==> src/rtl/xfe_pkg.sv <==
// Shared encodings for the translation fault status encoder.
package xfe_pkg;
    typedef enum logic [1:0] {
        ACC_LOAD  = 2'd0,
        ACC_STORE = 2'd1,
        ACC_FETCH = 2'd2,
        ACC_RSVD  = 2'd3
    } acc_kind_e;

    typedef enum logic [1:0] {
        LKE_PROT = 2'd0,
        LKE_MISS = 2'd1,
        LKE_BAD2 = 2'd2,
        LKE_BAD3 = 2'd3
    } lk_err_e;

    localparam int          STORE_FLAG_BIT = 10;
    localparam int          CODE_W         = 5;
    localparam logic [4:0]  CODE_PROT_DATA = 5'd16;
    localparam logic [4:0]  CODE_PROT_INSN = 5'd17;
    localparam logic [4:0]  CODE_MISS_DATA = 5'd18;
    localparam logic [4:0]  CODE_MISS_INSN = 5'd19;

    typedef struct packed {
        logic       illegal;
        logic [4:0] code;
        logic       store;
    } fault_info_t;
endpackage

==> src/rtl/xfe_gate.sv <==
// Decides whether an access is translated.
// Assumes: the extended field counts as complete only when all of its bits are set.
module xfe_gate #(
    parameter int EXT_W = 2
) (
    input  logic             cfg_mmu_present,
    input  logic             cfg_full,
    input  logic [EXT_W-1:0] cfg_ext_mmu,
    input  logic             vm_mode,
    output logic             available,
    output logic             translate
);
    // Layered availability check, then the virtual-mode gate.
    always_comb begin
        available = cfg_mmu_present && (!cfg_full || (&cfg_ext_mmu));
        translate = available && vm_mode;
    end
endmodule

==> src/rtl/xfe_addr_calc.sv <==
// Forms the physical page address for a mapped or bypassed access.
// Assumes: the entry bases are page-aligned; arithmetic wraps at ADDR_W bits.
module xfe_addr_calc #(
    parameter int ADDR_W    = 32,
    parameter int PAGE_BITS = 12
) (
    input  logic [ADDR_W-1:0] acc_addr,
    input  logic [ADDR_W-1:0] vbase,
    input  logic [ADDR_W-1:0] pbase,
    input  logic              translate,
    output logic [ADDR_W-1:0] phys
);
    localparam logic [ADDR_W-1:0] PAGE_MASK = ~((ADDR_W'(1) << PAGE_BITS) - ADDR_W'(1));

    logic [ADDR_W-1:0] page_addr;

    // Page-align the access address and relocate it when translating.
    always_comb begin
        page_addr = acc_addr & PAGE_MASK;
        phys      = translate ? (pbase + (page_addr - vbase)) : page_addr;
    end
endmodule

==> src/rtl/xfe_status_enc.sv <==
// Encodes the fault status code from error kind and access kind.
// Assumes: only protection and miss error kinds are legal.
module xfe_status_enc (
    input  logic [1:0]          acc_kind,
    input  logic [1:0]          lu_err,
    output xfe_pkg::fault_info_t info
);
    import xfe_pkg::*;

    logic is_fetch;

    // Choose the code from the joint error/access kind.
    always_comb begin
        is_fetch     = (acc_kind == ACC_FETCH);
        info.store   = (acc_kind == ACC_STORE);
        info.illegal = 1'b0;
        unique case (lu_err)
            LKE_PROT: info.code = is_fetch ? CODE_PROT_INSN : CODE_PROT_DATA;
            LKE_MISS: info.code = is_fetch ? CODE_MISS_INSN : CODE_MISS_DATA;
            default: begin
                info.code    = '0;
                info.illegal = 1'b1;
            end
        endcase
    end
endmodule

==> src/rtl/xfe_top.sv <==
// Translation fault status encoder: registers the mapping result or the
// fault report one cycle after each request and tracks the pending MMU
// exception and fatal conditions.
// Assumes: one request per cycle at most; exc_ack comes from the core.
module xfe_top #(
    parameter int ADDR_W    = 32,
    parameter int PAGE_BITS = 12,
    parameter int PROT_W    = 3,
    parameter int EXT_W     = 2
) (
    input  logic              clk,
    input  logic              rst_n,
    input  logic              req_valid,
    input  logic [ADDR_W-1:0] acc_addr,
    input  logic [1:0]        acc_kind,
    input  logic              cfg_mmu_present,
    input  logic              cfg_full,
    input  logic [EXT_W-1:0]  cfg_ext_mmu,
    input  logic              vm_mode,
    input  logic              lu_hit,
    input  logic [1:0]        lu_err,
    input  logic [ADDR_W-1:0] lu_vbase,
    input  logic [ADDR_W-1:0] lu_pbase,
    input  logic [PROT_W-1:0] lu_prot,
    input  logic              exc_ack,
    output logic              rsp_valid,
    output logic              rsp_ok,
    output logic [ADDR_W-1:0] phys_addr,
    output logic [PROT_W-1:0] phys_prot,
    output logic              ear_we,
    output logic [ADDR_W-1:0] ear_val,
    output logic              esr_we,
    output logic [31:0]       esr_val,
    output logic              exc_req,
    output logic              fatal_err
);
    import xfe_pkg::*;

    logic              available;
    logic              translate;
    logic [ADDR_W-1:0] phys_next;
    fault_info_t       finfo;
    logic              missed;
    logic              fault_now;
    logic              illegal_now;
    logic [31:0]       esr_next;

    xfe_gate #(.EXT_W(EXT_W)) u_gate (
        .cfg_mmu_present (cfg_mmu_present),
        .cfg_full        (cfg_full),
        .cfg_ext_mmu     (cfg_ext_mmu),
        .vm_mode         (vm_mode),
        .available       (available),
        .translate       (translate)
    );

    xfe_addr_calc #(.ADDR_W(ADDR_W), .PAGE_BITS(PAGE_BITS)) u_addr (
        .acc_addr  (acc_addr),
        .vbase     (lu_vbase),
        .pbase     (lu_pbase),
        .translate (translate),
        .phys      (phys_next)
    );

    xfe_status_enc u_enc (
        .acc_kind (acc_kind),
        .lu_err   (lu_err),
        .info     (finfo)
    );

    // Classify the current request and assemble the status word.
    always_comb begin
        missed      = req_valid && translate && !lu_hit;
        fault_now   = missed && !finfo.illegal;
        illegal_now = missed && finfo.illegal;
        esr_next    = '0;
        esr_next[CODE_W-1:0]    = finfo.code;
        esr_next[STORE_FLAG_BIT] = finfo.store;
    end

    // Response registers: mapping result or cleared on fault.
    always_ff @(posedge clk) begin
        if (!rst_n) begin
            rsp_valid <= 1'b0;
            rsp_ok    <= 1'b0;
            phys_addr <= '0;
            phys_prot <= '0;
        end else begin
            rsp_valid <= req_valid;
            if (req_valid) begin
                if (!translate || lu_hit) begin
                    rsp_ok    <= 1'b1;
                    phys_addr <= phys_next;
                    phys_prot <= translate ? lu_prot : '1;
                end else begin
                    rsp_ok    <= 1'b0;
                    phys_addr <= '0;
                    phys_prot <= '0;
                end
            end
        end
    end

    // Exception address and status register updates on a legal fault.
    always_ff @(posedge clk) begin
        if (!rst_n) begin
            ear_we  <= 1'b0;
            esr_we  <= 1'b0;
            ear_val <= '0;
            esr_val <= '0;
        end else begin
            ear_we <= fault_now;
            esr_we <= fault_now;
            if (fault_now) begin
                ear_val <= acc_addr;
                esr_val <= esr_next;
            end
        end
    end

    // Pending exception request: set by a fault, cleared by acknowledge.
    always_ff @(posedge clk) begin
        if (!rst_n) begin
            exc_req <= 1'b0;
        end else if (fault_now) begin
            exc_req <= 1'b1;
        end else if (exc_ack) begin
            exc_req <= 1'b0;
        end
    end

    // Sticky fatal flag for recursive faults and illegal error kinds.
    always_ff @(posedge clk) begin
        if (!rst_n) begin
            fatal_err <= 1'b0;
        end else if ((fault_now && exc_req) || illegal_now) begin
            fatal_err <= 1'b1;
        end
    end

    AST_BYPASS_FULLPROT: assert property (@(posedge clk) disable iff (!rst_n)
        (rsp_valid && !$past(vm_mode)) |-> (rsp_ok && (&phys_prot) && (phys_addr[PAGE_BITS-1:0] == '0)));
    AST_CODE_LEGAL: assert property (@(posedge clk) disable iff (!rst_n)
        esr_we |-> (esr_val[4:0] >= 5'd16 && esr_val[4:0] <= 5'd19));
    AST_STORE_FLAG: assert property (@(posedge clk) disable iff (!rst_n)
        esr_we |-> (esr_val[STORE_FLAG_BIT] == ($past(acc_kind) == ACC_STORE)));
    AST_FAULT_PENDS: assert property (@(posedge clk) disable iff (!rst_n)
        esr_we |-> (exc_req && !rsp_ok));
    AST_ACK_CLEARS: assert property (@(posedge clk) disable iff (!rst_n)
        (exc_ack && !fault_now) |=> !exc_req);
    AST_RECURSE_FATAL: assert property (@(posedge clk) disable iff (!rst_n)
        (fault_now && exc_req) |=> fatal_err);
    AST_FATAL_STICKY: assert property (@(posedge clk) disable iff (!rst_n)
        fatal_err |=> fatal_err);
    AST_ILLEGAL_NOWRITE: assert property (@(posedge clk) disable iff (!rst_n)
        illegal_now |=> (!esr_we && !ear_we && fatal_err));
    AST_RSP_PULSE: assert property (@(posedge clk) disable iff (!rst_n)
        req_valid |=> rsp_valid);
endmodule

==> config.mk <==
export PLATFORM = sky130hd
export DESIGN_NAME = xfe_top
export DESIGN_NICKNAME = d
export VERILOG_FILES = /design/src/rtl/xfe_pkg.sv /design/src/rtl/xfe_gate.sv /design/src/rtl/xfe_addr_calc.sv /design/src/rtl/xfe_status_enc.sv /design/src/rtl/xfe_top.sv
export SDC_FILE = /design/constraint.sdc
export NUM_CORES = 1
export LEC_CHECK = 0
export BUFFER_PORTS_ARGS = -buffer_cell sky130_fd_sc_hd__buf_2
export CORE_MARGIN = 5
export CORE_UTILIZATION = 52
export DETAILED_ROUTE_END_ITERATION = 10
export PLACE_DENSITY_LB_ADDON = 0.25
export SLEW_MARGIN = 10
export SYNTH_ARGS = -nofsm -noshare
export SYNTH_HDL_FRONTEND = slang
export SYNTH_HIERARCHICAL = 1
export SYNTH_SLANG_ARGS = --single-unit
export TNS_END_PERCENT = 1
==> constraint.sdc <==
create_clock -name clk -period 4.1 [get_ports clk]
set_clock_uncertainty 0.15 [all_clocks]
set_input_delay 0.41 -clock clk [delete_from_list [all_inputs] [get_ports clk]]
set_output_delay 0.41 -clock clk [all_outputs]
set_load 0.02 [all_outputs]
== Word-level counts from Yosys, hierarchy flattened ==
Cells that the tools add are included.
Widths: inputs -> output; s select.
Storage, ports and cells
  input bits: 113
  output and inout port bits: 105
  bits in registers: 78
Operators by class
  reductions and logical operators: 17
  equality and inequality tests: 3
  multiplexer cells: 11
  $add $sub $neg: 2
Operators by type and width (count)
  $mux 32: 2
  $add 32x32->32: 1
  $sub 32x32->32: 1
  $pmux 5 s2: 1
  $logic_and 1x1->1: 7
  $mux 1: 6
  $mux 3: 2
  $eq 2x1->1 const B: 2
  $logic_not 1->1: 3
  $logic_or 1x1->1: 3
  $eq 2x2->1 const B: 1
  $logic_not 2->1: 1
  $reduce_and 2->1: 1
  $reduce_bool 2->1: 1
  $reduce_or 2->1: 1

== Depth between registers and ports, before layout ==
Gate-level depths: netlist (run 1).
  depth after elaboration: 9
  gate-level depth with buffers: 15
  depth with buffers taken out: 15

== Cells and area by module ==
The synthesis (run 1) kept the hierarchy.
By module, submodules not included
  xfe_top: cells each 364, times used 1, area each 3345.7 um^2
  xfe_addr_calc: cells each 409, times used 1, area each 2902.8 um^2
  xfe_status_enc: cells each 8, times used 1, area each 51.3 um^2
  xfe_gate: cells each 4, times used 1, area each 25.0 um^2

== Least setup slack after synthesis (run 1) ==
Ideal clock, no wire load.
  path kind: in2reg
  start: in acc_addr[15]
  end: reg phys_addr[26]
  data arrival time: 3010 ps
  data required time: 3858 ps
  stages on the path: 15
  library setup time: 92 ps
  path slack: 848 ps
  path through: inv_1 fa_1 inv_1 ha_1 buf_6 a21oi_2 o21bai_1 a221o_1 nor2b_1 a211o_2 a21boi_2 xor2_1 mux2i_1 inv_1 o32ai_1
Between the ends
  cells in the longest elaborated chain, start to end: 4
RTL lines
  start, declared: line xfe_top.sv:14  | input logic [ADDR_W-1:0] acc_addr,
  $sub 32x32->32: line xfe_addr_calc.sv:20  | phys = translate ? (pbase + (page_addr - vbase)) : page_addr;
  $add 32x32->32: line xfe_addr_calc.sv:20
  $mux 32: line xfe_addr_calc.sv:20
  via phys_next[26]: line xfe_top.sv:41  | logic [ADDR_W-1:0] phys_next;
  $mux 32: line xfe_top.sv:91  | if (!translate || lu_hit) begin
  end signal, assigned: line xfe_top.sv:93  | phys_addr <= phys_next;
  end, declared: line xfe_top.sv:28  | output logic [ADDR_W-1:0] phys_addr,
The timed path passes the listed nets, and every way through them passes these cells.
A chain may end at the register's enable or synchronous reset.

== Worst setup path in the final report (run 1) ==
  start: in acc_addr[15]
  end: reg phys_addr[31]
The elaborated chain is that of the path after synthesis.

==> summary.txt, run 1 <==
Number of CTS-inserted buffers: 9
Worst hold-check slack: 0.169 ns
Layout cell share with drive strength beyond 1: 25.2%
Signal arrival time at the worst endpoint: 3.47 ns
Largest delay contributor family on the critical path: simple AND/OR/NAND/NOR gates
Max FO, Critical Path: 7
Clk pin slew, worst setup/hold paths: 0.06 ns
Area of the placeable core: 12,000 um^2
Pins Over Slew Limit: 0
Drt first-iter violations: 273
Cells traversed along the worst timing path: buf_2 -> inv_1 -> fa_1 -> inv_1 -> ha_1 -> nand4_1 -> nor3_1 -> and3b_1 -> a22o_1 -> nor2_1 -> and2_1 -> a211oi_1 -> xnor2_1 -> inv_1 -> o32ai_1
Global-route total usage across every layer: 22.2%
Static Leak: 3.76 nW
YS warnings: 6
Setup Viol. Count Final: 0
HP Start: acc_addr[9]
Crit end category: flop
Outcome: finished, final reports clean
Via count of the first global-routing pass: 5,218
Setup slack of the worst register-to-register path: 3.23 ns
Most used cell along the critical path: sky130_fd_sc_hd__inv_1
CP max stage delay: 0.54 ns
Kind of critical path: input port to flop
Count of cells along the worst register-to-register path: 2
Hold buffer count at cts: 0
Number of buffers on the longest clock path: 2
Number of standard-cell rows in the floorplan: 40
Kind of path behind the tightest hold check: input port to flop
Die area: 14,500 um^2
Largest net degree at the start of global routing: 47
Later-pin clock latency in the skew report: 0.33 ns
Height of the die: 120 um
Post-CTS resize count: 0
Final cycle utilization of the critical path: 82.6%
Accumulated negative setup slack: 0 ns
Detail Route Antenna Nets: 0
Minimum clock period: 3.38 ns
Largest voltage drop on the vdd net: 0.251 mV
Number of antenna violations at the first check in global routing: 0
Cell depth of the worst hold path: 3
Setup fix buffers added after clock tree synthesis: 0
Crit Reg-Reg Startpoint: fatal_err$_SDFFE_PN0P_
Wire length after detailed routing: 16,500 um
Maxcap violations: 0
Hold Crit Endpoint: ear_val[9]$_SDFFE_PN0P_
Number of antenna cells inserted: 0
DP Wirelength: 13,400 um
Required time at the worst-slack endpoint: 4.18 ns
Pwr Density: 335 nW/um^2
Post-synthesis instance area: 6320 um^2
WL per Instance: 15.0 um
Critical-path top delay cell: sky130_fd_sc_hd__fa_1
Unrepaired setup endpoints after global routing: no
First-pass GRT wire length: 25,800 um
Critical path launch point type: input port
Count of mapped cells out of synthesis: 784
Hold Fails Final Rpt: 0
Per-cell via count in the routed design: 5.03
# clock sinks: 78
Routability cong.: 0.943
Grt total ovfl: 0
TritonCTS clock tree: built
Net count of the finished layout: 1,122
I/O Buffers: 191
Count of unresolved DRC violations after routing: 0
Endpoint of the worst-slack reg-to-reg timing path: fatal_err$_SDFFE_PN0P_
Width of the die: 120 um
Top Ports: 218
Cell at the root of the clock tree: sky130_fd_sc_hd__clkbuf_16
Mean post-synth cell area: 8.06 um^2
H-tree depth: 3
Area growth from synthesis to layout: 16.3%
Max-slew headroom: 50.1%
Worst Tran Pin Value: 0.749 ns
Initial standard-cell utilization of the core: 52.8%
Number of iterations in the first detailed-routing pass: 4
Fmax: 295 MHz
Sum of buffers and inverters on the critical path: 4
Via count: 5,523
metal layers:
layer,GRT usage (%),wire [um],up-vias
li1,-,-,2812
met1,27.5,6980,2495
met2,37.8,7870,191
met3,6.08,1320,25
met4,6.16,334,0
met5,0,0,-
cells in the final DEF (no fill, tap or decap), drive strengths merged, types with 2 or more instances in the layout:
master,instances
ha,42
xnor2,19
clkinv,3
nor2b,8
nand2b,4
clkbuf,10
a31o,2
a211oi,5
buf,197
a21oi,32
xor2,9
inv,161
and2,7
and3,4
a21o,14
nor2,28
nor3b,2
o22ai,2
a221o,2
nand2,110
mux2i,48
a21boi,3
dfxtp,78
nor3,5
a31oi,6
o21ai,31
nand4,5
o32ai,32
fa,20
conb,28
or3,2
o21bai,3
nand3,9
where the power goes:
part / switching (mW) / internal [mW] / leakage, nW
registers: 0.0133 / 0.785 / 0.634
logic: 0.555 / 0.369 / 2.99
clock network: 0.314 / 0.424 / 0.135
tightest hold or removal path: stages:
cell                      delay (ns)
sky130_fd_sc_hd__buf_2          0.09
sky130_fd_sc_hd__nand2_1        0.04
sky130_fd_sc_hd__mux2i_1        0.05
area by class of cell:
cell class	instances	area [um^2]
fillers	1155	4610
multi-input cells	501	3720
flip-flops and latches	78	1560
repair buffers	197	1010
inverters	160	601
clock buffers	10	239
well taps	147	184
clock inverters	5	35.0
sequential cells by signal, summed over array words and instances (netlist names):
| signal | cells |
|---|---|
| fatal_err | 1 |
| rsp_valid | 1 |
| phys_prot | 3 |
| esr_we | 1 |
| ear_val | 32 |
| rsp_ok | 1 |
| exc_req | 1 |
| esr_val | 6 |
| phys_addr | 32 |
worst max-delay path by stage:
stage	start	endpoint	slack, ns	cells after the start
2_1_floorplan	acc_addr[15]	phys_addr[26]$_SDFFE_PN0P_	0.85	15
3_3_place_gp	acc_addr[15]	phys_addr[31]$_SDFFE_PN0P_	0.38	15
3_5_place_dp	acc_addr[15]	phys_addr[31]$_SDFFE_PN0P_	0.36	15
4_1_cts	acc_addr[15]	phys_addr[31]$_SDFFE_PN0P_	0.71	15
5_1_grt	acc_addr[18]	phys_addr[31]$_SDFFE_PN0P_	0.42	15
6_report	acc_addr[15]	phys_addr[31]$_SDFFE_PN0P_	0.72	15
per-stage QoR:
step           utilization [%]  setup WS, ns  total power, mW  instances  cell area (um^2)
2_1_floorplan                -         0.848             1.53        810              6420
3_5_place_dp              59.2         0.359             1.73       1083              7080
3_3_place_gp              59.2         0.384             1.73       1083              7080
5_1_grt                   61.4         0.425             2.61       1098              7350
4_1_cts                   61.4         0.710             2.47       1098              7350
6_report                  61.4         0.715             2.46       1098              7350
Note: power is estimated with default switching activity, not from simulation.
==> inputs of run 2 (changes only) <==
--- a/config.mk
+++ b/config.mk
@@ -5,6 +5,7 @@
 export SDC_FILE = /design/constraint.sdc
 export NUM_CORES = 1
 export LEC_CHECK = 0
+export ABC_AREA = 1
 export BUFFER_PORTS_ARGS = -buffer_cell sky130_fd_sc_hd__buf_2
 export CORE_MARGIN = 5
 export CORE_UTILIZATION = 52
==> constraint.sdc (replaced) <==
create_clock -name clk -period 3.2 [get_ports clk]
set_clock_uncertainty 0.15 [all_clocks]
set_input_delay 0.32 -clock clk [delete_from_list [all_inputs] [get_ports clk]]
set_output_delay 0.32 -clock clk [all_outputs]
set_load 0.02 [all_outputs]
==> run 2 against run 1 <==
Total power up 32%. Hold slack worse by 0.083 ns. Utilization up 1.7 points. Clock power up 31%. Area after synthesis up 7.6%. Count of clock-buffer cells in the layout up 1. First-iteration DRC count up 81%. Highest routed layer is now met5. Global-route usage up 2.6 points. Critical path depth up 1. Via count up 29%.
==> summary.txt, run 2 <==
Outcome: finished, final reports clean
I/O Buffers: 191 (unchanged)
Kind of path behind the tightest hold check: input port to flop
Setup Viol. Count Final: 0 (unchanged)
Drt first-iter violations: 493 (+81%)
First-pass GRT wire length: 31,900 um (+24%)
Number of iterations in the first detailed-routing pass: 5 (+1)
Area growth from synthesis to layout: 18.1%
Part of the power in registers: 31.6% (-0.9 points)
Fraction of the core area covered by cells at the end of the flow: 63.1% (+1.7 points)
Reported net switching power: 1.24 mW (+40%)
Area of the placeable core: 12,700 um^2 (+6.4%)
Pwr Density: 404 nW/um^2 (+21%)
DP Wirelength: 15,900 um (+19%)
Layout cell share with drive strength beyond 1: 19.2% (-6.0 points)
Number of antenna violations at the first check in global routing: 1 (+1)
H-tree depth: 3 (unchanged)
Crit Reg-Reg Startpoint: exc_req$_SDFFE_PN0P_
Cell at the root of the clock tree: sky130_fd_sc_hd__clkbuf_16
Placed Cells incl. Taps: 1,453 (+34%)
Top library cells by usage in the layout, fill and taps aside: 309 x sky130_fd_sc_hd__nand2_1, 234 x sky130_fd_sc_hd__inv_1, 191 x sky130_fd_sc_hd__buf_2, 112 x sky130_fd_sc_hd__nand3_1, 103 x sky130_fd_sc_hd__a21oi_1
HP Start: req_valid
Width of the die: 124 um (+3.4%)
WL per Instance: 13.4 um (-11%)
Kind of critical path: input port to flop
Net count of the finished layout: 1,467 (+31%)
Number of CTS-inserted buffers: 9 (unchanged)
Height of the die: 124 um (+3.4%)
Unrepaired setup endpoints after global routing: no
Critical path launch point type: input port
Fill cells: 1,300 (+13%)
Minimum clock period: 2.55 ns
Count of unresolved DRC violations after routing: 0 (unchanged)
Worst Tran Pin Value: 0.723 ns (-0.0250 ns)
Worst hold-check slack: 0.0866 ns (-0.0827 ns)
Worst setup path startpoint: acc_addr[20]
Accumulated negative setup slack: 0 ns (unchanged)
Net switching share of the total power: 38.1% (+2.3 points)
Detail Route Antenna Nets: 0 (unchanged)
Sequential cell area in the final layout: 1560 um^2 (unchanged)
Combinational fraction of design power: 38.5% (+1.0 points)
Grt total ovfl: 0 (unchanged)
Count of mapped cells out of synthesis: 1,124 (+43%)
TritonCTS clock tree: built
Final cycle utilization of the critical path: 79.7%
YS warnings: 6 (unchanged)
Hold Fails Final Rpt: 0 (unchanged)
Maxcap violations: 0 (unchanged)
Post-synthesis instance area: 6800 um^2 (+7.6%)
Crit end category: flop
Via count of the first global-routing pass: 6,569 (+26%)
Max-slew headroom: 51.7% (+1.6 points)
Largest voltage drop on the vdd net: 0.253 mV (+0.84%)
Number of buffers on the longest clock path: 2 (unchanged)
Registers with the most flip-flops: ear_val: 32 flops, phys_addr: 32 flops, esr_val: 6 flops
Later-pin clock latency in the skew report: 0.33 ns (about the same)
Internal portion of total power: 2.01 mW (+27%)
Post-CTS resize count: 0 (unchanged)
Largest net degree at the start of global routing: 80 (+70%)
Die area: 15,500 um^2 (+7.0%)
Routability cong.: 1.00 (+6.0%)
Static Leak: 4.82 nW (+28%)
Final cell count without fillers: 1,469 (+34%)
Fmax: 392 MHz
Clock power frac: 29.9% (about the same)
Area of the multi-input gates: 4030 um^2 (+8.3%)
Number of antenna cells inserted: 0 (unchanged)
Via count: 7,129 (+29%)
Per-cell via count in the routed design: 4.85 (-3.5%)
Overall Power: 3.24 mW (+32%)
Hold buffer count at cts: 0 (unchanged)
Initial standard-cell utilization of the core: 53.4% (+0.62 points)
Required time at the worst-slack endpoint: 3.31 ns (-0.87 ns)
Wire length after detailed routing: 19,700 um (+20%)
Setup fix buffers added after clock tree synthesis: 0 (unchanged)
Top Ports: 218 (unchanged)
# clock sinks: 78 (unchanged)
Max FO, Critical Path: 5 (-2)
Most frequent standard cell in the layout excluding fill and tap cells: sky130_fd_sc_hd__nand2_1
Pins Over Slew Limit: 0 (unchanged)
Mean post-synth cell area: 6.05 um^2 (-25%)
Number of standard-cell rows in the floorplan: 41 (+2.5%)
Signal arrival time at the worst endpoint: 2.66 ns (-0.81 ns)
Clk pin slew, worst setup/hold paths: 0.06 ns (about the same)
Global-route total usage across every layer: 24.8% (+2.6 points)
-- run 2: metrics by stage --
stage	setup WS [ns]	cell area, um^2
global route	0.435	8030
global placement	0.358	7750
CTS	0.668	8030
finish	0.648	8030
floorplan	0.784	6900
detailed placement	0.341	7750
-- run 2: layout make-up --
class | instances | area share (%)
Tap cell | 172 | 2.68
Inverter | 240 | 11.2
Clock buffer | 11 | 3.15
Multi-Input combinational cell | 762 | 50.1
Timing Repair Buffer | 201 | 13.0
Sequential cell | 78 | 19.4
Clock inverter | 5 | 0.421
-- run 2: critical path: stages --
cell                      delay (ns)
sky130_fd_sc_hd__buf_2          0.09
sky130_fd_sc_hd__inv_1          0.07
sky130_fd_sc_hd__fa_1           0.54
sky130_fd_sc_hd__inv_1          0.04
sky130_fd_sc_hd__ha_1           0.35
sky130_fd_sc_hd__nand2_1        0.16
sky130_fd_sc_hd__inv_1          0.05
sky130_fd_sc_hd__a21oi_1        0.20
sky130_fd_sc_hd__nand2_1        0.11
sky130_fd_sc_hd__a21oi_1        0.21
sky130_fd_sc_hd__nand2_1        0.07
sky130_fd_sc_hd__nand2_1        0.06
sky130_fd_sc_hd__nand3_1        0.07
sky130_fd_sc_hd__nand2_1        0.07
sky130_fd_sc_hd__nand3_1        0.08
sky130_fd_sc_hd__a21oi_1        0.17
-- run 2: routing by layer --
metal	GRT usage (%)	vias up	wire length [um]
met2	41.2	290	9000
met4	7.61	2	576
met1	31.3	3100	8570
met3	6.69	44	1580
li1	-	3693	-
met5	0	-	13
-- run 2: path summary, 6_finish.rpt --
check	endpoint	slack (ns)	depth (start not counted)
hold / removal	rsp_valid$_SDFF_PN0_	0.09	3
hold reg to reg	phys_addr[20]$_SDFFE_PN0P_	0.31	2
setup reg to reg	exc_req$_SDFFE_PN0P_	2.23	3
setup / recovery	phys_addr[29]$_SDFFE_PN0P_	0.65	16
-- run 2: power groups by stage --
stage          logic [mW]  registers [mW]  clock network (mW)
2_1_floorplan       0.875            1.09                   0
3_3_place_gp         1.22            1.04                   0
3_5_place_dp         1.23            1.04                   0
4_1_cts              1.24            1.02               0.984
5_1_grt              1.41            1.03                1.03
6_report             1.25            1.02               0.969
==> inputs of run 3 (changes only) <==
==> constraint.sdc (replaced) <==
create_clock -name clk -period 2.5 [get_ports clk]
set_clock_uncertainty 0.15 [all_clocks]
set_input_delay 0.25 -clock clk [delete_from_list [all_inputs] [get_ports clk]]
set_output_delay 0.25 -clock clk [all_outputs]
set_load 0.02 [all_outputs]
==> run 3 against run 2 <==
Final cell count up 3.7%. Routed wire length up 3.4%. Final area is 8.2% higher. Sequential power up 28%. Clock power up 31%. Non-clock buffer count is 56 higher. Global-route usage grew 0.41 points.
==> summary.txt, run 3 (same netlist as run 2, synthesis figures left out) <==
Post-route cell area: 8690 um^2 (+8.2%)
Registers with the most flip-flops: ear_val: 32 flops, phys_addr: 32 flops, esr_val: 6 flops
TritonCTS clock tree: built
Pins Over Slew Limit: 0 (unchanged)
Overall Power: 4.52 mW (+40%)
Number of antenna cells inserted: 0 (unchanged)
Max-slew headroom: 31.3% (-20 points)
H-tree depth: 3 (unchanged)
I/O Buffers: 191 (unchanged)
Crit end category: flop
Fmax: 421 MHz
Worst hold-check slack: 0.0285 ns (-0.0581 ns)
Initial standard-cell utilization of the core: 53.4% (unchanged)
Count of unresolved DRC violations after routing: 0 (unchanged)
Final cycle utilization of the critical path: 95.0%
Die area: 15,500 um^2 (unchanged)
DP Wirelength: 16,200 um (+1.7%)
Critical-path top delay cell: sky130_fd_sc_hd__fa_1
Unrepaired setup endpoints after global routing: yes
WL per Instance: 13.4 um (-0.37%)
First-pass GRT wire length: 32,700 um (+2.5%)
Top library cells by usage in the layout, fill and taps aside: 297 x sky130_fd_sc_hd__nand2_1, 234 x sky130_fd_sc_hd__inv_1, 191 x sky130_fd_sc_hd__buf_2, 110 x sky130_fd_sc_hd__nand3_1, 95 x sky130_fd_sc_hd__a21oi_1
Largest net degree at the start of global routing: 80 (unchanged)
Wire length after detailed routing: 20,400 um (+3.4%)
Cells traversed along the worst timing path: buf_2 -> inv_1 -> fa_1 -> inv_1 -> ha_4 -> nand2_1 -> inv_1 -> nand2_2 -> nor3_4 -> nand3_1 -> nand4_1 -> nand3_1 -> nand2_1 -> nand3_1 -> a21oi_1
Fill cells: 1,203 (-7.5%)
Layout cell share with drive strength beyond 1: 25.2% (+6.0 points)
Outcome: finished, final reports clean
Setup fix buffers added after clock tree synthesis: 0 (unchanged)
Critical path launch point type: input port
Net count of the finished layout: 1,523 (+3.8%)
Via count: 7,385 (+3.6%)
Setup Viol. Count Final: 0 (unchanged)
Hold Fails Final Rpt: 0 (unchanged)
Detail Route Antenna Nets: 0 (unchanged)
Grt total ovfl: 0 (unchanged)
Area growth from synthesis to layout: 27.8%
Pwr Density: 520 nW/um^2 (+29%)
Width of the die: 124 um (unchanged)
Number of buffers on the longest clock path: 2 (unchanged)
Kind of path behind the tightest hold check: input port to flop
Later-pin clock latency in the skew report: 0.33 ns (about the same)
Kind of critical path: input port to flop
Drt first-iter violations: 533 (+8.1%)
Number of antenna violations at the first check in global routing: 0 (-1)
Worst Tran Pin Value: 1.02 ns (+0.300 ns)
Global-route total usage across every layer: 25.2% (+0.41 points)
Cell at the root of the clock tree: sky130_fd_sc_hd__clkbuf_16
Most frequent standard cell in the layout excluding fill and tap cells: sky130_fd_sc_hd__nand2_1
Maxcap violations: 0 (unchanged)
Via count of the first global-routing pass: 6,815 (+3.7%)
Max FO, Critical Path: 4 (-1)
Number of standard-cell rows in the floorplan: 41 (unchanged)
Static Leak: 5.12 nW (+6.3%)
Top Ports: 218 (unchanged)
# clock sinks: 78 (unchanged)
Area of the multi-input gates: 4250 um^2 (+5.7%)
Largest voltage drop on the vdd net: 0.364 mV (+44%)
Placed Instance Area: 8180 um^2 (+5.6%)
Number of iterations in the first detailed-routing pass: 5 (unchanged)
Required time at the worst-slack endpoint: 2.61 ns (-0.70 ns)
Area of the placeable core: 12,700 um^2 (unchanged)
Number of CTS-inserted buffers: 9 (unchanged)
Height of the die: 124 um (unchanged)
Sequential cell area in the final layout: 1560 um^2 (unchanged)
Per-cell via count in the routed design: 4.85 (-0.15%)
Signal arrival time at the worst endpoint: 2.49 ns (-0.17 ns)
Clk pin slew, worst setup/hold paths: 0.06 ns (about the same)
CP max stage delay: 0.55 ns (about the same)
Routability cong.: 0.929 (-7.1%)
Minimum clock period: 2.38 ns
-- run 3: what timing repair did --
action,in CTS,in global routing
hold buffers,0,0
endpoints found under the hold margin,0,0
gates resized for setup,0,46
endpoints found under the setup margin,0,17
-- run 3: layout make-up --
| cell class | count | share of cell area, % |
|---|---|---|
| clock buffer | 11 | 2.68 |
| clock inverter | 4 | 0.562 |
| inverter | 240 | 10.4 |
| multi-input combinational | 762 | 49.0 |
| sequential | 78 | 18.0 |
| tap | 172 | 2.48 |
| timing repair buffer | 257 | 17.0 |
-- run 3: power breakdown --
part | switching [mW] | leakage [nW] | internal, mW
logic | 1.16 | 4.35 | 0.788
registers | 0.0235 | 0.634 | 1.29
clock network | 0.501 | 0.139 | 0.766
-- run 3: critical path, delay by kind of cell --
family	cells	cell delay, ns
buf+inv	4	0.34
fa+ha+maj	2	0.84
simple gates	8	0.93
compound gates	1	0.14
-- run 3: final timing paths --
path | startpoint | to | slack (ns) | cells after the start
worst min-delay path | exc_ack | exc_req$_SDFFE_PN0P_ | 0.03 | 3
worst min register to register | phys_addr[5]$_SDFFE_PN0P_ | phys_addr[5]$_SDFFE_PN0P_ | 0.31 | 2
worst max-delay path | acc_addr[15] | phys_addr[24]$_SDFFE_PN0P_ | 0.12 | 15
worst max register to register | exc_req$_SDFFE_PN0P_ | exc_req$_SDFFE_PN0P_ | 1.50 | 3
-- run 3: per-stage QoR --
step           std cells  worst slack [ns]  utilization [%]  TNS, ns
4_1_cts             1524            0.0383             66.5        0
3_3_place_gp        1509            -0.292             64.3    -3.40
5_1_grt             1524           -0.0240             68.3   -0.101
3_5_place_dp        1509            -0.300             64.3    -3.83
2_1_floorplan       1150             0.154                -        0
6_report            1524             0.125             68.3        0
-- run 3: per-layer routing --
metal  GRT usage, %  share of wire [%]
met1           31.2                 42
met3           6.73                7.9
met2           43.5                 47
met4           6.00                2.5
met5              0                  0
